### config.mk
export PLATFORM = sky130hd
export DESIGN_NAME = fp_unpack_norm
export DESIGN_NICKNAME = d
export VERILOG_FILES = /design/src/rtl/fpn_pkg.sv /design/src/rtl/fpn_classify.sv /design/src/rtl/fpn_lzc.sv /design/src/rtl/fpn_lshift.sv /design/src/rtl/fpn_ctrl.sv /design/src/rtl/fp_unpack_norm.sv
export SDC_FILE = /design/constraint.sdc
export NUM_CORES = 1
export LEC_CHECK = 0
export ABC_AREA = 1
export BUFFER_PORTS_ARGS = -buffer_cell sky130_fd_sc_hd__buf_2
export CAP_MARGIN = 20
export CELL_PAD_IN_SITES_DETAIL_PLACEMENT = 1
export CELL_PAD_IN_SITES_GLOBAL_PLACEMENT = 2
export CORE_MARGIN = 2
export CORE_UTILIZATION = 27
export DETAILED_ROUTE_END_ITERATION = 10
export PLACE_DENSITY_LB_ADDON = 0.15
export SYNTH_ARGS = -nofsm -noshare
export SYNTH_HDL_FRONTEND = slang
export SYNTH_SLANG_ARGS = --single-unit
### constraint.sdc
create_clock -name clk -period 2.3 [get_ports clk]
set_input_delay 0.345 -clock clk [delete_from_list [all_inputs] [get_ports clk]]
set_output_delay 0.345 -clock clk [all_outputs]
set_load 0.01 [all_outputs]
### src/rtl/fpn_pkg.sv
package fpn_pkg;

    // Control states of the normalizer
    typedef enum logic [0:0] {
        ST_PASS  = 1'b0,   // accepting operands, fast results
        ST_SHIFT = 1'b1    // normalizing a held subnormal
    } norm_state_t;

    // Raw encoding classes seen on the input
    typedef struct packed {
        logic zero;
        logic sub;
        logic inf;
        logic nan;
    } fp_class_t;

endpackage

### src/rtl/fpn_classify.sv
module fpn_classify
    import fpn_pkg::*;
#(
    parameter int EXP_W  = 8,
    parameter int FRAC_W = 23,
    localparam int OP_W  = EXP_W + FRAC_W + 1
) (
    input  logic [OP_W-1:0]   op,
    output logic              sign,
    output logic [EXP_W-1:0]  field,
    output logic [FRAC_W-1:0] frac,
    output fp_class_t         cls
);

    logic field_min;
    logic field_max;
    logic frac_nz;

    always_comb begin
        sign      = op[OP_W-1];
        field     = op[OP_W-2:FRAC_W];
        frac      = op[FRAC_W-1:0];
        field_min = (field == '0);
        field_max = (field == '1);
        frac_nz   = (frac != '0);
        cls.zero  = field_min & ~frac_nz;
        cls.sub   = field_min &  frac_nz;
        cls.inf   = field_max & ~frac_nz;
        cls.nan   = field_max &  frac_nz;
    end

endmodule

### src/rtl/fpn_lzc.sv
module fpn_lzc #(
    parameter int W  = 24,
    localparam int CW = $clog2(W + 1)
) (
    input  logic [W-1:0]  vec,
    output logic [CW-1:0] cnt
);

    logic found;

    always_comb begin
        cnt   = CW'(W);
        found = 1'b0;
        for (int i = W - 1; i >= 0; i--) begin
            if (!found && vec[i]) begin
                cnt   = CW'(W - 1 - i);
                found = 1'b1;
            end
        end
    end

endmodule

### src/rtl/fpn_lshift.sv
module fpn_lshift #(
    parameter int W  = 24,
    parameter int SW = 5
) (
    input  logic [W-1:0]  din,
    input  logic [SW-1:0] amt,
    output logic [W-1:0]  dout
);

    logic [W-1:0] stage [0:SW];

    assign stage[0] = din;

    for (genvar i = 0; i < SW; i++) begin : g_stage
        assign stage[i+1] = amt[i] ? (stage[i] << (2 ** i)) : stage[i];
    end

    assign dout = stage[SW];

endmodule

### src/rtl/fpn_ctrl.sv
module fpn_ctrl
    import fpn_pkg::*;
(
    input  logic clk,
    input  logic rst_n,
    input  logic accept_slow,
    output logic in_ready,
    output logic shift_en
);

    norm_state_t state;
    norm_state_t state_nx;

    // State register
    always_ff @(posedge clk) begin
        if (!rst_n) begin
            state <= ST_PASS;
        end else begin
            state <= state_nx;
        end
    end

    // Next state and outputs
    always_comb begin
        state_nx = state;
        in_ready = 1'b0;
        shift_en = 1'b0;
        unique case (state)
            ST_PASS: begin
                in_ready = 1'b1;
                if (accept_slow) begin
                    state_nx = ST_SHIFT;
                end
            end
            ST_SHIFT: begin
                shift_en = 1'b1;
                state_nx = ST_PASS;
            end
            default: begin
                state_nx = ST_PASS;
            end
        endcase
    end

endmodule

### src/rtl/fp_unpack_norm.sv
module fp_unpack_norm
    import fpn_pkg::*;
#(
    parameter int EXP_W  = 8,
    parameter int FRAC_W = 23,
    parameter int IEXP_W = 10,
    localparam int OP_W  = EXP_W + FRAC_W + 1,
    localparam int SIG_W = FRAC_W + 1,
    localparam int LZ_W  = $clog2(SIG_W + 1),
    localparam int BIAS  = (2 ** (EXP_W - 1)) - 1,
    localparam int EMIN  = 1 - BIAS
) (
    input  logic              clk,
    input  logic              rst_n,
    input  logic              in_valid,
    output logic              in_ready,
    input  logic [OP_W-1:0]   in_op,
    input  logic              in_ftz,
    output logic              out_valid,
    output logic              out_sign,
    output logic [IEXP_W-1:0] out_exp,
    output logic [SIG_W-1:0]  out_sig,
    output logic              out_zero,
    output logic              out_sub,
    output logic              out_inf,
    output logic              out_nan,
    output logic              subnormal_seen
);

    // Input decode
    logic              raw_sign;
    logic [EXP_W-1:0]  raw_field;
    logic [FRAC_W-1:0] raw_frac;
    fp_class_t         raw_cls;

    fpn_classify #(
        .EXP_W  (EXP_W),
        .FRAC_W (FRAC_W)
    ) u_cls (
        .op    (in_op),
        .sign  (raw_sign),
        .field (raw_field),
        .frac  (raw_frac),
        .cls   (raw_cls)
    );

    // Handshake and path selection
    logic accept;
    logic accept_slow;
    logic accept_fast;
    logic shift_en;

    assign accept      = in_valid & in_ready;
    assign accept_slow = accept & raw_cls.sub & ~in_ftz;
    assign accept_fast = accept & ~accept_slow;

    fpn_ctrl u_ctrl (
        .clk         (clk),
        .rst_n       (rst_n),
        .accept_slow (accept_slow),
        .in_ready    (in_ready),
        .shift_en    (shift_en)
    );

    // Fast path result
    logic              fast_zero;
    logic [IEXP_W-1:0] fast_exp;
    logic [SIG_W-1:0]  fast_sig;

    always_comb begin
        fast_zero = raw_cls.zero | (raw_cls.sub & in_ftz);
        fast_exp  = IEXP_W'(int'(raw_field) - BIAS);
        fast_sig  = fast_zero ? '0 : {1'b1, raw_frac};
    end

    // Slow path: held subnormal, normalized in the extra cycle
    logic              hold_sign;
    logic [FRAC_W-1:0] hold_frac;
    logic [SIG_W-1:0]  hold_sig;
    logic [LZ_W-1:0]   lz_cnt;
    logic [SIG_W-1:0]  norm_sig;
    logic [IEXP_W-1:0] norm_exp;

    assign hold_sig = {1'b0, hold_frac};

    fpn_lzc #(
        .W (SIG_W)
    ) u_lzc (
        .vec (hold_sig),
        .cnt (lz_cnt)
    );

    fpn_lshift #(
        .W  (SIG_W),
        .SW (LZ_W)
    ) u_shift (
        .din  (hold_sig),
        .amt  (lz_cnt),
        .dout (norm_sig)
    );

    assign norm_exp = IEXP_W'(EMIN - int'(lz_cnt));

    always_ff @(posedge clk) begin
        if (!rst_n) begin
            hold_sign <= 1'b0;
            hold_frac <= '0;
        end else if (accept_slow) begin
            hold_sign <= raw_sign;
            hold_frac <= raw_frac;
        end
    end

    // Output register
    always_ff @(posedge clk) begin
        if (!rst_n) begin
            out_valid      <= 1'b0;
            out_sign       <= 1'b0;
            out_exp        <= '0;
            out_sig        <= '0;
            out_zero       <= 1'b0;
            out_sub        <= 1'b0;
            out_inf        <= 1'b0;
            out_nan        <= 1'b0;
            subnormal_seen <= 1'b0;
        end else begin
            out_valid      <= 1'b0;
            subnormal_seen <= accept_slow;
            if (shift_en) begin
                out_valid <= 1'b1;
                out_sign  <= hold_sign;
                out_exp   <= norm_exp;
                out_sig   <= norm_sig;
                out_zero  <= 1'b0;
                out_sub   <= 1'b1;
                out_inf   <= 1'b0;
                out_nan   <= 1'b0;
            end else if (accept_fast) begin
                out_valid <= 1'b1;
                out_sign  <= raw_sign;
                out_exp   <= fast_exp;
                out_sig   <= fast_sig;
                out_zero  <= fast_zero;
                out_sub   <= 1'b0;
                out_inf   <= raw_cls.inf;
                out_nan   <= raw_cls.nan;
            end
        end
    end

endmodule

### After elaboration in Yosys (flattened, before gate mapping)

Index checks and enable logic that the tools add are counted.

* input port bits: 36
* bits in registers: 66

* reductions and logical operators: 48
* eq/ne operators: 1
* bitwise operators: 15
* $add $sub $neg: 2
* muxes and demuxes: 65

Operators with widths (number)
* $mux 24: 8
* $mux 5: 23
* $mux 1: 31
* $reduce_bool 23->1: 1
* $logic_and 1x1->1: 22
* $logic_not 1->1: 22
* $mux 10: 2
* $and 1x1->1: 9
* $sub 8x6->9 const A: 1
* $sub 8x7->9 const B: 1
* $eq 8x8->1 const B: 1
* $logic_not 8->1: 1
* $not 1->1: 5
* $pmux 1 s2: 1
* $reduce_bool 2->1: 1
* $reduce_or 2->1: 1
* $or 1x1->1: 1

### Depth between registers and ports, before layout

Gate-level depths: netlist of run 1.

* depth after elaboration: 73
* gate-level depth with buffers: 24
* depth with buffers taken out: 23

### Cells and area by module

A second synthesis of run 1 with hierarchy kept.

* cells, all modules: 825
* area, all modules: 5091.1 um^2

Modules (own cells, without submodules)
* fp_unpack_norm: area each 2912.8 um^2, cells an instance 408, times used 1, seq. area each 1281.2 um^2
* fpn_lshift: area each 1313.8 um^2, cells an instance 261, times used 1, seq. area each 0.0 um^2
* fpn_lzc: area each 426.7 um^2, cells an instance 81, times used 1, seq. area each 0.0 um^2
* fpn_classify: area each 404.1 um^2, cells an instance 71, times used 1, seq. area each 0.0 um^2
* fpn_ctrl: area each 33.8 um^2, cells an instance 4, times used 1, seq. area each 20.0 um^2

### Worst setup path before layout of run 1

Ideal clock, no wire load.

* kind: register to register
* start: register hold_frac[22]
* end: register out_sig[19]
* path slack: -174 ps
* setup time: 113 ps
* cell stages (with the launch flop): 24
* arrival time: 2360 ps
* data required time: 2187 ps
* cells stage by stage: dfxtp_1 > nor2_2 > nand2_2 > nor2_4 > nand4_4 > nor2_4 > nand4_2 > nor2_4 > nand4_4 > nor2_2 > nand3_2 > nand2_1 > inv_2 > nand2_4 > buf_8 > nand2_1 > nand2_1 > nor2_1 > nor2_1 > nand2_1 > nand3_1 > nand2_1 > nand3_1 > nand2_1

* cells in the longest elaborated chain, start to end: 73
* elaborated cells on any way between the ends: 95

Ends and longest elaborated chain
* start, declared: RTL line fp_unpack_norm.sv:78 `logic [FRAC_W-1:0] hold_frac;`
* start signal, assigned: RTL line fp_unpack_norm.sv:110 `hold_frac <= raw_frac;`
* $mux 1: RTL line fpn_lzc.sv:15 `if (!found && vec[i]) begin`
* $logic_not 1->1: RTL line fpn_lzc.sv:15
* $logic_and 1x1->1: RTL line fpn_lzc.sv:15
* $mux 1: RTL line fpn_lzc.sv:15
* $logic_not 1->1: RTL line fpn_lzc.sv:15
* $logic_and 1x1->1: RTL line fpn_lzc.sv:15
* $mux 1: RTL line fpn_lzc.sv:15
* $logic_not 1->1: RTL line fpn_lzc.sv:15
* [54 not listed]
* $logic_and 1x1->1: RTL line fpn_lzc.sv:15
* $mux 1: RTL line fpn_lzc.sv:15
* $logic_not 1->1: RTL line fpn_lzc.sv:15
* $logic_and 1x1->1: RTL line fpn_lzc.sv:15
* $mux 5 *: RTL line fpn_lzc.sv:15
* $mux 24 (4 in series): RTL line fpn_lshift.sv:15 `assign stage[i+1] = amt[i] ? (stage[i] << (2 ** i)) : stage[i];`
* $mux 24 *: RTL line fpn_lshift.sv:15
* $mux 24 *: RTL line fp_unpack_norm.sv:129 `if (shift_en) begin`
* end signal, assigned: RTL line fp_unpack_norm.sv:133 `out_sig <= norm_sig;`
* end signal, assigned: RTL line fp_unpack_norm.sv:142 `out_sig <= fast_sig;`
* end, declared: RTL line fp_unpack_norm.sv:22 `output logic [SIG_W-1:0] out_sig,`

Every way passes the cells marked *; elsewhere a longest branch is shown, timed or not.
A chain may end at the register's enable or synchronous reset.

### Final worst setup path of run 1

* start: register hold_frac[21]
* end: register out_sig[12]

* cells in the longest elaborated chain, start to end: 71
* elaborated cells on any way between the ends: 92

Ends and longest elaborated chain (RTL line)
* $logic_and 1x1->1 *: fpn_lzc.sv:15
* $mux 1: fpn_lzc.sv:15
* $logic_not 1->1: fpn_lzc.sv:15
* $logic_and 1x1->1: fpn_lzc.sv:15
* $mux 1: fpn_lzc.sv:15
* $logic_not 1->1: fpn_lzc.sv:15
* $logic_and 1x1->1: fpn_lzc.sv:15
* $mux 1: fpn_lzc.sv:15
* [52 not listed]
* $logic_and 1x1->1: fpn_lzc.sv:15
* $mux 1: fpn_lzc.sv:15
* $logic_not 1->1: fpn_lzc.sv:15
* $logic_and 1x1->1: fpn_lzc.sv:15
* $mux 5 *: fpn_lzc.sv:15
* $mux 24 (4 in series): fpn_lshift.sv:15
* $mux 24 *: fpn_lshift.sv:15
* $mux 24 *: fp_unpack_norm.sv:129

Marks and branches as above.

==> results of run 1 <==
-- logic make-up after synthesis --
kind of cell / share of synthesized area, %
flip-flops: 30.48
AO/OA/AOI/OAI: 20.22
XOR/XNOR: 0.6156
buffers and inverters: 11.20
adder cells (fa/ha/maj): 0.8793
AND/OR/NAND/NOR: 36.61
-- stage by stage --
stage,total power [mW],TNS (ns),area (µm²),hold slack [ns],std cells
floorplan,1.398,-2.599,4340,0.4239,664
global placement,1.591,-14.30,5746,0.4307,1033
detailed placement,1.598,-16.89,5746,0.4628,1033
CTS,2.875,-16.95,6598,0.2716,1063
global route,3.007,-21.03,7164,0.2863,1070
finish,2.887,-15.61,7164,0.2770,1070
-- worst paths after layout --
path / startpoint / to / slack, ns / depth (start not counted)
worst max-delay path: hold_frac[21] / out_sig[12] / -0.64 / 19
worst min-delay path: in_op[31] / out_sign / 0.28 / 3
worst max register to register: hold_frac[21] / out_sig[12] / -0.64 / 19
worst min register to register: out_exp[5] / out_exp[5] / 0.47 / 2
-- flip-flops by register name (all words and copies together) (netlist names) --
signal          count
out_sub             1
out_valid           1
out_sig            24
out_inf             1
out_nan             1
out_zero            1
u_ctrl.state        1
out_sign            1
subnormal_seen      1
hold_frac          23
hold_sign           1
out_exp             9
-- repair_timing --
action                     4_1_cts  5_1_grt
buffers inserted                11        8
setup endpoints to repair       29       29
gates resized for setup        111      126
gates cloned                     3        1
pin swaps                       34       60
-- per-layer routing --
layer	global-route usage, %	share of wire, %
met5	0	0
met1	34.11	48
met3	3.813	2.8
met4	7.527	2.0
met2	40.04	48
-- placed cells by master, fill, tap and decap left out, drive strengths merged --
| cell | n |
|---|---|
| nand4 | 21 |
| o31ai | 3 |
| nand2 | 134 |
| a32o | 4 |
| a31oi | 12 |
| nand3 | 105 |
| a22o | 1 |
| o41ai | 1 |
| clkbuf | 13 |
| dfxtp | 65 |
| and2 | 2 |
| nor3 | 9 |
| o21a | 1 |
| a21oi | 54 |
| a221oi | 1 |
| xnor2 | 1 |
| nor4 | 4 |
| xor2 | 2 |
| o211ai | 4 |
| ha | 3 |
| o2111ai | 2 |
| o21ai | 74 |
| clkinv | 4 |
| inv | 72 |
| buf | 215 |
| nor2 | 52 |
-- power by group --
part	internal [mW]	switching, mW
clock network	0.723	0.531
logic	0.185	0.259
registers	1.17	0.0232
-- area by class of cell --
type	instances	share of cell area [%]
timing repair buffer	216	23.33
inverter	72	4.052
sequential	65	18.29
tap	211	3.685
clock inverter	4	0.2794
multi-input combinational	490	47.07
clock buffer	12	3.301
-- worst max-delay path, delay by kind of cell (launching register included) --
kind | cells | cell delay (ns)
compound gates | 2 | 0.23
buf+inv | 3 | 0.39
flops | 1 | 0.35
simple gates | 14 | 1.82
==> impl_metrics.json, run 1 <==
{
  "num_rows": 45,
  "totalWireLength_mm": 20.81,
  "synthMostInstantiatedCell": "nand2_1",
  "core-area_um2": 15310,
  "ys_warn_count": 0,
  "hp-class": "input pin to flop",
  "netlist_area_um2": 4269,
  "io_buffer_count": 77,
  "ctsHoldBuffers": 0,
  "synthCells": 664,
  "crit_slowest_cell": "dfxtp_4",
  "grt_util_all_layers_pct": 24.75,
  "period_needed_ns": 2.938,
  "grt_pass1_wl_mm": 31.69,
  "grt_max_degree": 32,
  "root_buffer": "clkbuf_16",
  "vias_per_cell": 5.120,
  "ir_drop_mv": 0.3107,
  "antenna_cells": 0,
  "final_util_pct": 46.78,
  "remaining_drc_errors": 0,
  "ys_seq_area_share_pct": 30.48,
  "crit_fanout": 8,
  "p_leak_nw": 3.282,
  "cap_violations": 0,
  "power_density_nw_per_um2": 403.0,
  "worstMarginPinSlew_ns": 0.7180,
  "avgSynthCellArea_um2": 6.429,
  "ys_types": 39,
  "start_kind": "flop",
  "grt_pass1_vias": 5627,
  "htree_num_levels": 3,
  "hold_viol_final": 0,
  "crit_type": "flop to flop",
  "status": "complete, but fails checks",
  "relSlewSlack_pct": 51.63,
  "layout-drive-gt1-share_pct": 48.78,
  "cts_buffer_depth": 2,
  "synth_nets": 703,
  "synth_common_cells": "nand2_1, nand3_1, inv_1",
  "insertion_delay_ns": 0.34,
  "cts.sinks": 65,
  "setup_slack_ns": -0.6385,
  "fillers": 1910,
  "ff_latch_area_um2": 1310,
  "multi_input_area_um2": 3372,
  "critical_path.cell_chain": "nor2_4 -> nand2_4 -> nor2_4 -> nand4_4 -> nor2_4 -> nand4_4 -> nor2_4 -> nand4_4 -> nor3_4 -> nand4_4 -> buf_12 -> nand2_8 -> buf_12 -> inv_1 -> nand3_1 -> nand2_1 -> and2_4 -> o21ai_1 -> o21ai_2",
  "cts_tree": "done",
  "synth-edff-count": 0,
  "die_area_um2": 16830,
  "fin_skew_ns": 0.008917,
  "die_x_um": 129.7,
  "synth_top_cell_by_area": "dfxtp_1",
  "antenna_left": 0,
  "crit_required_ns": 2.53,
  "place.gp.congestion": 0.8692,
  "drt-pass1-iter-count": 5,
  "synth.area.top_cells": "dfxtp_1, nand3_1, nand2_1, o21ai_0, a21oi_1",
  "layout.nets": 893,
  "cts_buffers": 9,
  "synth_flop_cell": "dfxtp_1",
  "grt_overflow_total": 0,
  "area_growth_syn_to_layout_pct": 67.82,
  "rsz0062_at_grt": "true",
  "hpwl_mm": 15.81,
  "wl_per_cell_um": 19.45,
  "dp_slack_ns": -0.7201,
  "pin_count": 78,
  "max_freq_mhz": 340.3,
  "ys_ff_latch": 65,
  "clk_pin_slew_ns": 0.06,
  "violations": "setup timing",
  "vias": 5478,
  "endpoint_kind": "flop",
  "fin_crit_sh_pct": 127.8,
  "antenna_found_initial": 0,
  "drt_iter0_markers": 289,
  "setup-violations-final": 29,
  "die_h_um": 129.7,
  "async_reset_ff_share_pct": 0,
  "yosysTopAreaCellShare_pct": 30.48,
  "worst_ep_arrival_time_ns": 3.17,
  "max_stage_delay_ns": 0.35,
  "maxSlewViolCount": 0,
  "initial_utilization_pct": 27.88
}
Note: power is estimated with default switching activity, not from simulation.
==> run 2, diff against run 1 <==
--- a/config.mk
+++ b/config.mk
@@ -10,6 +10,7 @@
 export CAP_MARGIN = 20
 export CELL_PAD_IN_SITES_DETAIL_PLACEMENT = 1
 export CELL_PAD_IN_SITES_GLOBAL_PLACEMENT = 2
+export CORE_ASPECT_RATIO = 1.5
 export CORE_MARGIN = 2
 export CORE_UTILIZATION = 27
 export DETAILED_ROUTE_END_ITERATION = 10
==> impl_metrics.json, run 2 (synthesized netlist as in run 1, its figures left out) <==
{
  "cts_buffers": 9,
  "ir_drop_mv": 0.2837,
  "min-delay-start": "in_op[31]",
  "vias": 5401,
  "met3_usage_pct": 3.088,
  "worst-r2r-cell-count": 20,
  "die_x_um": 106.7,
  "grt_util_all_layers_pct": 24.53,
  "timing.hold.ws_ns": 0.2850,
  "hp-class": "input pin to flop",
  "vias_per_cell": 5.105,
  "largest_reg_flops": 24,
  "global_route.usage.met2_pct": 46.68,
  "pin_count": 78,
  "status": "complete, but fails checks",
  "cts.sinks": 65,
  "die_area_um2": 16850,
  "crit_slowest_cell": "dfxtp_2",
  "rsz0062_at_grt": "true",
  "crit_required_ns": 2.59,
  "grt_pass1_wl_mm": 31.60,
  "grt_pass1_vias": 5740,
  "setup_slack_ns": -0.6125,
  "finalSetupTns_ns": -13.20,
  "layout_common_cells": "buf_4, nand2_1, buf_2",
  "initial_utilization_pct": 27.45,
  "pwr-share-comb_pct": 14.0,
  "relSlewSlack_pct": 62.18,
  "r2r_setup_slack_ns": -0.61,
  "die_h_um": 158.0,
  "hold_viol_final": 0,
  "layout.nets": 890,
  "insertion_delay_ns": 0.34,
  "num_rows": 56,
  "critical_path.cell_chain": "nor2_4 -> nand2_2 -> nor2_4 -> nand4_4 -> nor2_4 -> nand4_4 -> nor2_4 -> nand4_4 -> nor3_4 -> nand4_4 -> buf_12 -> buf_8 -> nand3_2 -> nand2_1 -> nor2_1 -> nor2_2 -> buf_4 -> o211ai_1 -> nand3_2 -> nand2_1",
  "reg2reg_to": "out_sig[15]",
  "root_buffer": "clkbuf_16",
  "ctsHoldBuffers": 0,
  "worstMarginPinSlew_ns": 0.5622,
  "wl_per_cell_um": 19.66,
  "cap_violations": 0,
  "fin_crit_sh_pct": 126.6,
  "grtUsageMet1_pct": 27.21,
  "maxSlewViolCount": 0,
  "violations": "setup timing",
  "p_total_mw": 3.060,
  "drt_iter0_markers": 275,
  "io_buffer_count": 77,
  "p_int_mw": 2.239,
  "p_leak_nw": 3.230,
  "cts_buffer_depth": 2,
  "top_register": "out_sig",
  "core-area_um2": 15550,
  "startpoint": "hold_frac[21]",
  "layout-drive-gt1-share_pct": 44.21,
  "p_clk_share_pct": 47.1,
  "crit_fanout": 7,
  "remaining_drc_errors": 0,
  "setup-violations-final": 28,
  "max_stage_delay_ns": 0.33,
  "switching_share_pct": 26.82,
  "period_needed_ns": 2.913,
  "antenna_found_initial": 0,
  "layout.cells.most_common": "buf_4",
  "grt_overflow_total": 0,
  "worst_ep_arrival_time_ns": 3.20,
  "drt-pass1-iter-count": 4,
  "grt.busiest_layer": "met2",
  "antenna_cells": 0,
  "endpoint": "out_sig[15]",
  "fin_skew_ns": 0.007359,
  "antenna_left": 0,
  "clk_pin_slew_ns": 0.06,
  "switchingPower_uw": 820.6,
  "cts_tree": "done",
  "max_freq_mhz": 343.3,
  "top_regs": "out_sig x24, hold_frac x23, out_exp x9",
  "htree_num_levels": 3,
  "hpwl_mm": 16.03,
  "power_density_nw_per_um2": 445.4,
  "place.gp.congestion": 0.8911,
  "area_growth_syn_to_layout_pct": 60.90,
  "power_frac_seq_pct": 38.9,
  "grt_max_degree": 51,
  "start_kind": "flop",
  "regToRegStartpoint": "hold_frac[21]",
  "endpoint_kind": "flop",
  "totalWireLength_mm": 20.80,
  "crit_type": "flop to flop",
  "final_util_pct": 44.16
}
run 2: cell count changes in the layout (fill, tap and decap cells not counted), sizes merged:
cell / previous run / this run
buf: 215 / 211
bufinv: 0 / 1
clkbuf: 13 / 12
clkinv: 4 / 0
clkinvlp: 0 / 3
nand2: 134 / 135
run 2: worst min path at each step:
stage	end	slack [ns]	cells past startpoint
floorplan	hold_sign	0.42	2
global placement	hold_sign	0.43	2
detailed placement	hold_sign	0.45	2
CTS	out_sign	0.28	3
global route	out_sign	0.31	3
finish	out_sign	0.29	3
run 2: power by group through the flow:
stage | clock [mW] | sequential (mW) | combinational, mW
floorplan | 0 | 1.23 | 0.170
global placement | 0 | 1.21 | 0.384
detailed placement | 0 | 1.21 | 0.388
CTS | 1.46 | 1.19 | 0.406
global route | 1.50 | 1.19 | 0.470
finish | 1.44 | 1.19 | 0.428
run 2: metal layers:
metal	routed length, µm	share of wire (%)
met1	8340	40
met2	11220	54
met3	481	2.3
met4	757	3.6
met5	0	0
run 2: cell type report:
type                    count  area [µm²]
clock buffers              11       252.7
clock inverters             4       52.55
fillers                  2014        8686
inverters                  72       295.3
multi-input cells         491        3168
flip-flops and latches     65        1309
well taps                 203       254.0
repair buffers            212        1538
run 2: per-stage QoR:
stage | cell area, µm² | std cells | setup WS, ns
after global routing | 6869 | 1058 | -0.7693
after CTS | 6366 | 1051 | -0.5715
after detailed placement | 5713 | 1027 | -0.7359
final | 6869 | 1058 | -0.6125
after global placement | 5713 | 1027 | -0.6959
after floorplan | 4340 | 664 | -0.1558
run 2: what timing repair did:
action                     4_1_cts  5_1_grt
resized for setup               70      101
setup buffers                    7        6
cloned                           2        1
setup endpoints to repair       29       30
pin swaps                       13       29
run 2: critical path: cells and delay by family (launching register included):
family	cells	cell delay [ns]
simple gates	16	1.87
buf+inv	3	0.46
flops	1	0.33
compound gates	1	0.20
